**src/rtl/hostport_pkg.sv**
```systemverilog
package hostport_pkg;

    typedef struct packed {
        logic stat_inv;
        logic flag_merge;
        logic flag_inv;
        logic bsel_inv;
        logic stb_pol;
        logic proto;
        logic wide;
    } hp_cfg_t;

    localparam int CFG_W = $bits(hp_cfg_t);

    typedef enum logic [1:0] {
        HP_HOLDOFF,
        HP_IDLE,
        HP_ACTIVE,
        HP_COMMIT
    } hp_state_t;

endpackage

```
**src/rtl/hp_sync.sv**
```systemverilog
module hp_sync #(
    parameter int               WIDTH   = 2,
    parameter int               STAGES  = 2,
    parameter logic [WIDTH-1:0] RST_VAL = '1
) (
    input  logic             clk,
    input  logic             rst_n,
    input  logic [WIDTH-1:0] d,
    output logic [WIDTH-1:0] q
);
    generate
        if (STAGES < 2) begin : g_single
            logic [WIDTH-1:0] stage_q;
            always_ff @(posedge clk or negedge rst_n) begin
                if (!rst_n) stage_q <= RST_VAL;
                else        stage_q <= d;
            end
            assign q = stage_q;
        end else begin : g_chain
            logic [STAGES-1:0][WIDTH-1:0] chain_q;
            always_ff @(posedge clk or negedge rst_n) begin
                if (!rst_n) chain_q <= {STAGES{RST_VAL}};
                else        chain_q <= {chain_q[STAGES-2:0], d};
            end
            assign q = chain_q[STAGES-1];
        end
    endgenerate
endmodule

```
**src/rtl/hp_fsm.sv**
```systemverilog
module hp_fsm
    import hostport_pkg::*;
(
    input  logic      clk,
    input  logic      rst_n,
    input  logic      proto,
    input  logic      stb_pol,
    input  logic      sa,
    input  logic      sb,
    input  logic      restart,
    output hp_state_t state_o,
    output logic      wr_done,
    output logic      rd_done
);
    hp_state_t st, st_nxt;
    logic      dir_q;
    logic      act, is_rd;

    // strobe decode for the selected protocol
    always_comb begin
        if (proto) begin
            act   = stb_pol ? sa : !sa;
            is_rd = sb;
        end else begin
            act   = !sa || !sb;
            is_rd = !sb;
        end
    end

    always_comb begin
        st_nxt = st;
        if (restart) begin
            st_nxt = HP_HOLDOFF;
        end else begin
            unique case (st)
                HP_HOLDOFF: if (!act) st_nxt = HP_IDLE;
                HP_IDLE:    if (act)  st_nxt = HP_ACTIVE;
                HP_ACTIVE:  if (!act) st_nxt = HP_COMMIT;
                HP_COMMIT:            st_nxt = HP_IDLE;
            endcase
        end
    end

    // state register
    always_ff @(posedge clk or negedge rst_n) begin
        if (!rst_n) begin
            st    <= HP_HOLDOFF;
            dir_q <= 1'b0;
        end else begin
            st <= st_nxt;
            if (st == HP_IDLE && act) dir_q <= is_rd;
        end
    end

    // outputs
    always_comb begin
        state_o = st;
        wr_done = (st == HP_COMMIT) && !dir_q;
        rd_done = (st == HP_COMMIT) && dir_q;
    end
endmodule

```
**src/rtl/hp_regs.sv**
```systemverilog
module hp_regs #(
    parameter int DW = 16
) (
    input  logic          clk,
    input  logic          rst_n,
    input  logic          wide,
    input  logic          low_sel,
    input  logic          wr_done,
    input  logic          rd_done,
    input  logic [DW-1:0] host_din,
    input  logic          core_in_re,
    input  logic          core_out_we,
    input  logic [DW-1:0] core_out_wdata,
    output logic [DW-1:0] in_reg,
    output logic [DW-1:0] out_reg,
    output logic          ibf,
    output logic          obe
);
    localparam int H = DW / 2;

    logic full_rd;
    assign full_rd = rd_done && (wide || !low_sel);

    always_ff @(posedge clk or negedge rst_n) begin
        if (!rst_n) begin
            in_reg <= '0;
            ibf    <= 1'b0;
        end else begin
            if (wr_done) begin
                if (wide)
                    in_reg <= low_sel ? host_din : {host_din[H-1:0], host_din[DW-1:H]};
                else if (low_sel)
                    in_reg[H-1:0] <= host_din[H-1:0];
                else
                    in_reg[DW-1:H] <= host_din[H-1:0];
            end
            if (wr_done && (wide || !low_sel)) ibf <= 1'b1;
            else if (core_in_re)               ibf <= 1'b0;
        end
    end

    always_ff @(posedge clk or negedge rst_n) begin
        if (!rst_n) begin
            out_reg <= '0;
            obe     <= 1'b1;
        end else begin
            if (core_out_we) out_reg <= core_out_wdata;
            if (full_rd)          obe <= 1'b1;
            else if (core_out_we) obe <= 1'b0;
        end
    end
endmodule

```
**src/rtl/par_host_port.sv**
```systemverilog
module par_host_port
    import hostport_pkg::*;
#(
    parameter int DW          = 16,
    parameter int SYNC_STAGES = 2
) (
    input  logic             clk,
    input  logic             rst_n,
    input  logic             core_cfg_we,
    input  logic [CFG_W-1:0] core_cfg_wdata,
    output logic [DW-1:0]    core_cfg_rdata,
    input  logic             core_out_we,
    input  logic [DW-1:0]    core_out_wdata,
    input  logic             core_in_re,
    output logic [DW-1:0]    core_in_rdata,
    output logic [1:0]       core_stat,
    input  logic             host_stb_a,
    input  logic             host_stb_b,
    input  logic             host_bsel,
    input  logic [DW-1:0]    host_din,
    output logic [DW-1:0]    host_dout,
    output logic             host_ibf_pin,
    output logic             host_obe_pin
);
    localparam int H = DW / 2;

    hp_cfg_t   cfg_q;
    logic [1:0] stb_s;
    hp_state_t st;
    logic      wr_done, rd_done;
    logic      low_sel;
    logic      ibf_q, obe_q;
    logic [DW-1:0] in_reg, out_reg;

    always_ff @(posedge clk or negedge rst_n) begin
        if (!rst_n)           cfg_q <= '0;
        else if (core_cfg_we) cfg_q <= hp_cfg_t'(core_cfg_wdata);
    end

    assign core_cfg_rdata = {{(DW-CFG_W){1'b0}}, cfg_q};
    assign low_sel        = (host_bsel == cfg_q.bsel_inv);

    hp_sync #(.WIDTH(2), .STAGES(SYNC_STAGES), .RST_VAL(2'b11)) u_sync (
        .clk   (clk),
        .rst_n (rst_n),
        .d     ({host_stb_b, host_stb_a}),
        .q     (stb_s)
    );

    hp_fsm u_fsm (
        .clk     (clk),
        .rst_n   (rst_n),
        .proto   (cfg_q.proto),
        .stb_pol (cfg_q.stb_pol),
        .sa      (stb_s[0]),
        .sb      (stb_s[1]),
        .restart (core_cfg_we),
        .state_o (st),
        .wr_done (wr_done),
        .rd_done (rd_done)
    );

    hp_regs #(.DW(DW)) u_regs (
        .clk            (clk),
        .rst_n          (rst_n),
        .wide           (cfg_q.wide),
        .low_sel        (low_sel),
        .wr_done        (wr_done),
        .rd_done        (rd_done),
        .host_din       (host_din),
        .core_in_re     (core_in_re),
        .core_out_we    (core_out_we),
        .core_out_wdata (core_out_wdata),
        .in_reg         (in_reg),
        .out_reg        (out_reg),
        .ibf            (ibf_q),
        .obe            (obe_q)
    );

    always_comb begin
        core_in_rdata = in_reg;
        core_stat     = {obe_q ^ cfg_q.stat_inv, ibf_q};
        host_ibf_pin  = (ibf_q | (cfg_q.flag_merge & obe_q)) ^ cfg_q.flag_inv;
        host_obe_pin  = obe_q ^ cfg_q.flag_inv;
        if (cfg_q.wide)
            host_dout = low_sel ? out_reg : {out_reg[H-1:0], out_reg[DW-1:H]};
        else
            host_dout = {{(DW-H){1'b0}}, (low_sel ? out_reg[H-1:0] : out_reg[DW-1:H])};
    end
endmodule

```
**config.mk**
```make
export PLATFORM = sky130hd
export DESIGN_NAME = par_host_port
export DESIGN_NICKNAME = d
export VERILOG_FILES = /design/src/rtl/hostport_pkg.sv /design/src/rtl/hp_sync.sv /design/src/rtl/hp_fsm.sv /design/src/rtl/hp_regs.sv /design/src/rtl/par_host_port.sv
export SDC_FILE = /design/constraint.sdc
export NUM_CORES = 1
export LEC_CHECK = 0
export BUFFER_PORTS_ARGS = -buffer_cell sky130_fd_sc_hd__buf_2
export CORE_MARGIN = 2
export CORE_UTILIZATION = 50
export DETAILED_ROUTE_END_ITERATION = 12
export PLACE_DENSITY = 0.82
export SETUP_SLACK_MARGIN = 0.4
export SYNTH_ARGS = -nofsm -noshare
export SYNTH_HDL_FRONTEND = slang
export SYNTH_SLANG_ARGS = --single-unit
```
**constraint.sdc**
```tcl
create_clock -name clk -period 2.5 [get_ports clk]
set_clock_uncertainty 0.05 [all_clocks]
set_input_delay 0.125 -clock clk [delete_from_list [all_inputs] [get_ports clk]]
set_output_delay 0.125 -clock clk [all_outputs]
set_load 0.01 [all_outputs]
```
==> flow_summary.ini, run 1 <==
[status]
outcome = complete, no violations

[critical_path]
worstSetupPathType = register to output pin
cp-end-kind = output pin
start_kind = register
ff2ff_path_depth = 4
r2r-start = core_cfg_rdata[3]$_DFFE_PN0P_
r2r_slack_ns = 0.67
r2r_end = u_regs.in_reg[3]$_DFFE_PN0P_
worstPathRequired_ns = 2.33
worst_ep_arrival_time_ns = 1.83
cp_max_fo = 13

[finish]
syn_to_final_growth_pct = 24.2
final_cell_mix = buf_2, nand2_1, dfrtp_1
drive_gt1_share_pct = 39.9
instances_no_fill = 403
final_common_cell = buf_2
design_area_um2 = 3110
n_antenna_cell = 0
finalNetCount = 386
final_util_pct = 64.9

[drt]
viasPerCell = 4.89
drc = 0
postRouteAntennaNets = 0
post_drt_wl_per_cell_um = 12.8
route.vias.total = 1972
dr.pass1.iters = 4
totalWireLength_um = 5170
drtIter0Drc = 122

[clocking]
cts.reportedPaths.clkPinSlew_ns = 0.09
htreeDepth = 2
clock-sinks = 48
clkLatencyLatePin_ns = 0.29
cts_setup_buffers = 0
cts_buffers = 5
cts_buffer_depth = 2
cts_tree = yes
cts_root_buffer = clkbuf_8

[synth]
syn_area_per_cell_um2 = 10.3
ys_warn_count = 0
synth_top_area_share_pct = 43.0
synth_top_cells_by_area = dfrtp_1, mux2_2, nand2_1
synth.distinct_cells = 31
synth-seq-cells = 48
synth_seq_area_share_pct = 48.3
netlist_area_um2 = 2500
syn-instance-count = 244
synth_top_cell_by_area = dfrtp_1

[timing]
setup_ws_ns = 0.492
worstMarginPinSlew_ns = 0.980
setup_violations = 0
fin_crit_ns = 2.01
maxSlewHeadroom_pct = 34.7
period_share_pct = 80.3
fin_tns_setup_ns = 0
hold_viol_final = 0
rsz0062_at_grt = true
clock.fmax_mhz = 498
slew_violations = 0

[grt]
grt_pass1_vias = 1879
grt_pass1_wl_um = 8020
grt_use_total_pct = 18.7
overflow = 0
antenna_found_initial = 0
grt_max_degree = 46

[floorplan]
rows = 25
core_area_um2 = 4790
fp.dieW_um = 74.7
dieArea_um2 = 5580
initial_core_util_pct = 52.3
die_h_um = 74.7
io_pins = 99

[hold_path]
min-delay-start = core_cfg_wdata[4]
min_path_type = input port to register
hold_end = core_cfg_rdata[4]$_DFFE_PN0P_
whs_path_depth = 2

[place]
placed_area_um2 = 2900
port_buffers = 89
gp_congestion = 0.822
placed_cells = 386
dp_slack_ns = 0.719
dp_hpwl_um = 3710

[power_and_ir_drop]
leakagePower_nw = 1.59
cellPowerDensity_nw_per_um2 = 783
ir_drop_uv = 342

[flow_run]
maxCapViolations = 0
-- Yosys cell counts --
| library cell | n |
|---|---|
| a211oi_1 | 1 |
| a21boi_1 | 8 |
| a21oi_1 | 8 |
| and2b_1 | 1 |
| buf_1 | 1 |
| buf_2 | 4 |
| buf_4 | 13 |
| buf_6 | 4 |
| clkbuf_1 | 2 |
| conb_1 | 1 |
| dfrtp_1 | 43 |
| dfstp_2 | 5 |
| ha_1 | 4 |
| inv_1 | 5 |
| mux2_2 | 24 |
| mux2i_1 | 9 |
| nand2_1 | 59 |
| nand2_4 | 1 |
| nand2b_1 | 2 |
| nand3b_1 | 3 |
| nor2_1 | 8 |
| nor2b_1 | 5 |
| o211ai_1 | 1 |
| o21ai_0 | 15 |
| o21ai_1 | 8 |
| o21ai_2 | 1 |
| o21ai_4 | 2 |
| xnor2_1 | 2 |
| xnor2_2 | 1 |
| xor2_1 | 2 |
| xor2_4 | 1 |
-- kinds of logic after synthesis --
kind of cell	share of synthesized area, %
buf+inv	7.70
compound gates	10.9
fa+ha+maj	2.00
simple gates	13.5
flops	48.3
mux	14.4
other cells	0.150
xor+xnor	3.15
-- critical path, stage by stage (launching register included) --
cell and delay, ns:
dfrtp_1 0.60, xor2_2 0.62, nand2_1 0.11, nand2_1 0.09, buf_2 0.12
-- layout make-up --
class | instances | area, um^2
clock buffer | 6 | 72.6
clock inverter | 2 | 35.0
fill | 413 | 1680
inverter | 5 | 18.8
multi-input combinational | 176 | 1150
sequential | 48 | 1210
tap | 67 | 83.8
timing repair buffer | 99 | 541
-- through the flow --
step	power (mW)	hold WS [ns]
after global routing	2.60	0.00289
final	2.43	0.00643
after floorplan	1.61	-0.221
after detailed placement	1.90	0.185
after CTS	2.45	0.000418
after global placement	1.86	0.180
-- layer usage --
layer / track usage (%) / share of wire [%] / up-vias
li1: - / - / 963
met2: 33.1 / 47 / 79
met5: 0 / 0 / -
met1: 22.7 / 45 / 925
met3: 4.28 / 7.1 / 5
met4: 5.95 / 0.91 / 0
-- timing repair --
action                     in CTS  in global routing
hold endpoints to repair       50                  0
pin swaps                       1                  1
hold buffers                    8                  0
resized for setup               0                  0
setup endpoints to repair       1                 10
gates cloned                    0                  1
-- power breakdown --
group	switching (mW)	internal, mW	total [mW]
clock network	0.250	0.297	0.547
registers	0.130	0.957	1.09
logic	0.431	0.366	0.797
-- how the worst max path moves through the flow --
stage,from,to,slack (ns),cells past startpoint
2_1_floorplan,core_cfg_rdata[3]$_DFFE_PN0P_,host_dout[13],0.91,4
3_3_place_gp,core_cfg_rdata[3]$_DFFE_PN0P_,u_regs.in_reg[3]$_DFFE_PN0P_,0.76,4
3_5_place_dp,core_cfg_rdata[3]$_DFFE_PN0P_,u_regs.in_reg[3]$_DFFE_PN0P_,0.72,4
4_1_cts,core_cfg_rdata[3]$_DFFE_PN0P_,host_dout[14],0.41,4
5_1_grt,core_cfg_rdata[3]$_DFFE_PN0P_,host_dout[5],0.37,4
6_report,core_cfg_rdata[3]$_DFFE_PN0P_,host_dout[6],0.49,4
No activity file was read; power rests on OpenSTA's default activity.
==> run 2: changes to the inputs <==
CORE_UTILIZATION = 49   (was 50)
PLACE_DENSITY = 0.81   (was 0.82)
clock period = 1.95 ns   (was 2.5 ns; I/O delays follow)
==> run 2 against run 1 <==
Net effect: die area grew 1.9%; critical path depth increased by 1; clock power is 28% higher; worst hold slack better by 0.028 ns; routed wire length increased by 11%; register-to-register slack worse by 0.31 ns; critical path type unchanged.
==> flow_summary.ini, run 2 (synthesis gave the netlist of run 1 again) <==
[power_and_ir_drop]
leakagePower_nw = 1.77
cellPowerDensity_nw_per_um2 = 932
p_int_mw = 2.20
pwr-share-seq_pct = 42.3
comb_power_share_pct = 36.3
ir_drop_uv = 463
swShare_pct = 33.1
switching_power_mw = 1.09
p_clk_share_pct = 21.4

[clocking]
htreeDepth = 2
clock-sinks = 48
cts_root_buffer = clkbuf_8
cts_buffers = 5
cts_tree = yes
cts_buffer_depth = 2
cts.reportedPaths.clkPinSlew_ns = 0.09
clkLatencyLatePin_ns = 0.30

[finish]
final_common_cell = buf_2
drive_gt1_share_pct = 43.7
finalNetCount = 421
final_cell_mix = buf_2, nand2_1, dfrtp_1
syn_to_final_growth_pct = 40.9
n_antenna_cell = 0

[timing]
period_share_pct = 87.3
rsz0062_at_grt = true
fin_crit_ns = 1.70
setup_ws_ns = 0.248
fin_tns_setup_ns = 0
setup_violations = 0
clock.fmax_mhz = 588
hold_viol_final = 0
slew_violations = 0

[critical_path]
crit_chain = xnor2_4, buf_6, nand2_1, a21boi_2, buf_2
r2r_end = u_regs.in_reg[6]$_DFFE_PN0P_
cp-end-kind = output pin
crit_path_top_delay_cell = dfrtp_2
critPathMaxStageDelay_ns = 0.49
worst_ep_arrival_time_ns = 1.55
r2r-start = core_cfg_rdata[3]$_DFFE_PN0P_
ff2ff_path_depth = 6
worstSetupPathType = register to output pin
start_kind = register
cp_max_fo = 10
worstPathRequired_ns = 1.80
r2r_slack_ns = 0.36

[drt]
route.vias.total = 2160
post_drt_wl_per_cell_um = 13.0
viasPerCell = 4.90
dr.pass1.iters = 4
totalWireLength_um = 5740
drc = 0
postRouteAntennaNets = 0
drtIter0Drc = 92

[floorplan]
io_pins = 99
fp.dieW_um = 75.4
dieArea_um2 = 5690
initial_core_util_pct = 49.9
rows = 26
die_h_um = 75.4
core_area_um2 = 5010

[place]
port_buffers = 89
dp_hpwl_um = 3820
dp_slack_ns = 0.330
gp_congestion = 0.818

[grt]
overflow = 0
grt_pass1_wl_um = 8940
grt_max_degree = 49
grt_pass1_vias = 2036
grt_use_total_pct = 20.8
antenna_found_initial = 0

[hold_path]
min_path_type = input port to register
hold_end = u_regs.in_reg[8]$_DFFE_PN0P_
whs_path_depth = 3
min-delay-start = host_din[8]

[status]
outcome = complete, no violations

[flow_run]
maxCapViolations = 0
run 2: cell types whose count changed in the layout (fill, tap and decap cells not counted), moves of 3 or more:
cell,before,now
dlygate4sd3_1,8,27
buf_4,2,9
a21boi_1,8,3
a21boi_2,0,5
buf_6,0,5
nand2_1,59,54
nand2_2,0,4
o21ai_0,15,11
o21ai_1,8,12
buf_12,0,3
run 2: worst max path at each step:
stage,from,endpoint,depth (start not counted)
floorplan,core_cfg_rdata[3]$_DFFE_PN0P_,host_dout[14],4
global placement,core_cfg_rdata[3]$_DFFE_PN0P_,host_dout[12],5
detailed placement,core_cfg_rdata[3]$_DFFE_PN0P_,host_dout[12],5
CTS,core_cfg_rdata[3]$_DFFE_PN0P_,host_dout[13],5
global route,core_cfg_rdata[3]$_DFFE_PN0P_,host_dout[13],5
finish,core_cfg_rdata[3]$_DFFE_PN0P_,host_dout[9],5
run 2: metrics by stage:
step	instance area [um^2]	util (%)	power, mW	std cells	hold WS (ns)
finish	3520	70.4	3.29	441	0.0345
global placement	2960	59.1	2.41	393	0.0507
floorplan	2540	-	2.07	252	-0.248
detailed placement	2960	59.1	2.45	393	0.0522
CTS	3440	68.7	3.26	436	0.00226
global route	3520	70.4	3.52	441	0.0453
run 2: area by class of cell:
cell class                      count  area, um^2
Clock inverter                      1        30.0
Timing Repair Buffer              135         920
Fill cell                         391        1490
Clock buffer                        7        76.3
Multi-Input combinational cell    175        1180
Inverter                            5        18.8
Tap cell                           70        87.6
Sequential cell                    48        1210
run 2: power by group through the flow:
| stage | Combinational (mW) | Clock (mW) | Sequential (mW) |
|---|---|---|---|
| after floorplan | 0.621 | 0 | 1.45 |
| after global placement | 1.02 | 0 | 1.40 |
| after detailed placement | 1.04 | 0 | 1.41 |
| after CTS | 1.16 | 0.717 | 1.39 |
| after global routing | 1.34 | 0.755 | 1.42 |
| final | 1.19 | 0.702 | 1.39 |
run 2: layer usage:
layer	vias up	GRT usage [%]	wire length (um)
li1	1041	-	-
met1	1020	24.8	2320
met2	87	35.8	2890
met3	12	6.61	422
met4	0	6.43	108
met5	-	0	0
run 2: critical path: cells and delay by family, from the launching register on:
family                 cells  cell delay [ns]
XOR/XNOR                   1             0.21
AO/OA/AOI/OAI              1             0.17
flip-flops                 1             0.49
AND/OR/NAND/NOR            1             0.09
buffers and inverters      2             0.31
run 2: timing repair:
item	4_1_cts	5_1_grt
pin swaps	11	8
setup buffers	8	4
endpoints found under the hold margin	73	1
setup endpoints to repair	27	33
hold buffers	26	1
gates cloned	1	0
resized for setup	18	7
==> run 3: changes to the inputs <==
CELL_PAD_IN_SITES_DETAIL_PLACEMENT = 0   (was not set)
CELL_PAD_IN_SITES_GLOBAL_PLACEMENT = 1   (was not set)
CORE_UTILIZATION = 36   (was 49)
PLACE_DENSITY = not set   (was 0.81)
PLACE_DENSITY_LB_ADDON = 0.1   (was not set)
==> run 3 against run 2 <==
Net effect: critical path depth is the same; global-route usage decreased by 4.1 points; maximum frequency up 1.1%; combinational power barely moved; worst hold slack improved by 0.0047 ns; register-to-register slack lost 0.02 ns; clock-buffer cell count is 1 higher; largest power group unchanged; die area is 34% higher.
==> flow_summary.ini, run 3 (synthesis gave the netlist of run 1 again) <==
[finish]
final_common_cell = buf_2
finalNetCount = 420
register_area_um2 = 1210
final_util_pct = 51.9
syn_to_final_growth_pct = 40.1
drive_gt1_share_pct = 44.9
num-fill-cells = 636
instances_no_fill = 450
final_cell_mix = buf_2, nand2_1, dfrtp_1
n_antenna_cell = 0
multi_input_area_um2 = 1180

[critical_path]
crit_chain = xor2_4, buf_6, nand2_2, a21boi_2, buf_2
path_buf_inv = 2
r2r_slack_ns = 0.34
worstSetupPathType = register to output pin
crit_path_top_delay_cell = dfrtp_2
critPathMaxStageDelay_ns = 0.48
r2r_end = u_regs.in_reg[4]$_DFFE_PN0P_
worstPathRequired_ns = 1.80
cp-end-kind = output pin
r2r-start = core_cfg_rdata[3]$_DFFE_PN0P_
crit_start = core_cfg_rdata[3]$_DFFE_PN0P_
worst_ep_arrival_time_ns = 1.54
start_kind = register
ff2ff_path_depth = 7
cp_max_fo = 8
path_delay_family = flip-flops

[floorplan]
die_h_um = 87.4
core_area_um2 = 6760
fp.dieW_um = 87.4
initial_core_util_pct = 37.0
rows = 30
dieArea_um2 = 7630
io_pins = 99

[clocking]
clkLatencyLatePin_ns = 0.29
cts_buffers = 5
clock-sinks = 48
htreeDepth = 2
cts.reportedPaths.clkPinSlew_ns = 0.09
cts_buffer_depth = 2
cts_tree = yes
cts_root_buffer = clkbuf_8

[place]
dp_slack_ns = 0.355
dp_hpwl_um = 4220
placed_cells = 405
port_buffers = 89
gp_congestion = 0.719

[drt]
drc = 0
viasPerCell = 4.60
totalWireLength_um = 5900
postRouteAntennaNets = 0
route.vias.total = 2068
post_drt_wl_per_cell_um = 13.1
drtIter0Drc = 69
dr.pass1.iters = 4

[timing]
slew_violations = 0
setup_ws_ns = 0.267
clock.fmax_mhz = 594
fin_crit_ns = 1.68
period_share_pct = 86.3
fin_hold_ws_ns = 0.0392
setup_violations = 0
fin_tns_setup_ns = 0
hold_viol_final = 0
maxSlewHeadroom_pct = 65.0
rsz0062_at_grt = true
worstMarginPinSlew_ns = 0.525

[status]
outcome = complete, no violations

[power_and_ir_drop]
leakagePower_nw = 1.75
ir_drop_uv = 470
cellPowerDensity_nw_per_um2 = 907

[grt]
grt_use_total_pct = 16.7
grt_max_degree = 24
grt_pass1_vias = 2092
grt_pass1_wl_um = 9910
overflow = 0
antenna_found_initial = 0

[hold_path]
whs_path_depth = 3
min_path_type = input port to register
min-delay-start = host_din[11]
hold_end = u_regs.in_reg[11]$_DFFE_PN0P_

[flow_run]
maxCapViolations = 0
-- run 3: worst max-delay path by stage --
stage	end	slack (ns)	cells after the start
after floorplan	host_dout[14]	0.44	4
after global placement	u_regs.in_reg[4]$_DFFE_PN0P_	0.39	5
after detailed placement	u_regs.in_reg[4]$_DFFE_PN0P_	0.35	5
after CTS	host_dout[11]	0.26	5
after global routing	host_dout[11]	0.18	5
final	host_dout[12]	0.27	5
-- run 3: what timing repair did --
action,4_1_cts,5_1_grt
hold endpoints to repair,47,0
gates resized for setup,19,11
setup buffers,6,4
hold buffers,27,0
cloned,0,0
endpoints found under the setup margin,23,32
pin swaps,10,3
-- run 3: metrics by stage --
step	power, mW	area [um^2]
final	3.18	3500
after detailed placement	2.47	2970
after global placement	2.46	2970
after floorplan	2.07	2540
after global routing	3.44	3500
after CTS	3.19	3430
-- run 3: worst reg2reg max path, delay by kind of cell, from the launching register on --
family | cells | cell delay [ns]
DFF | 1 | 0.48
buffers and inverters | 3 | 0.41
and+or+nand+nor | 1 | 0.10
muxes | 1 | 0.18
xor gates and xnor gates | 1 | 0.19
AOI/OAI and AO/OA | 1 | 0.08
-- run 3: power by group --
part / leakage (nW) / internal [mW] / switching, mW
Combinational: 1.13 / 0.580 / 0.603
Sequential: 0.582 / 1.23 / 0.163
Clock: 0.0455 / 0.290 / 0.316
-- run 3: layout make-up --
class / instances / share of cell area [%]
clock buffers: 8 / 2.57
inverters: 5 / 0.536
well taps: 80 / 2.86
flip-flops and latches: 48 / 34.6
multi-input cells: 175 / 33.8
repair buffers: 134 / 25.7
-- run 3: layer usage --
metal | GRT usage, % | routed length (um) | share of wire (%) | vias up
li1 | - | - | - | 1036
met1 | 22.1 | 2600 | 44 | 954
met2 | 27.0 | 2810 | 48 | 70
met3 | 4.55 | 396 | 6.7 | 8
met4 | 4.34 | 85 | 1.4 | 0
met5 | 0 | 0 | 0 | -
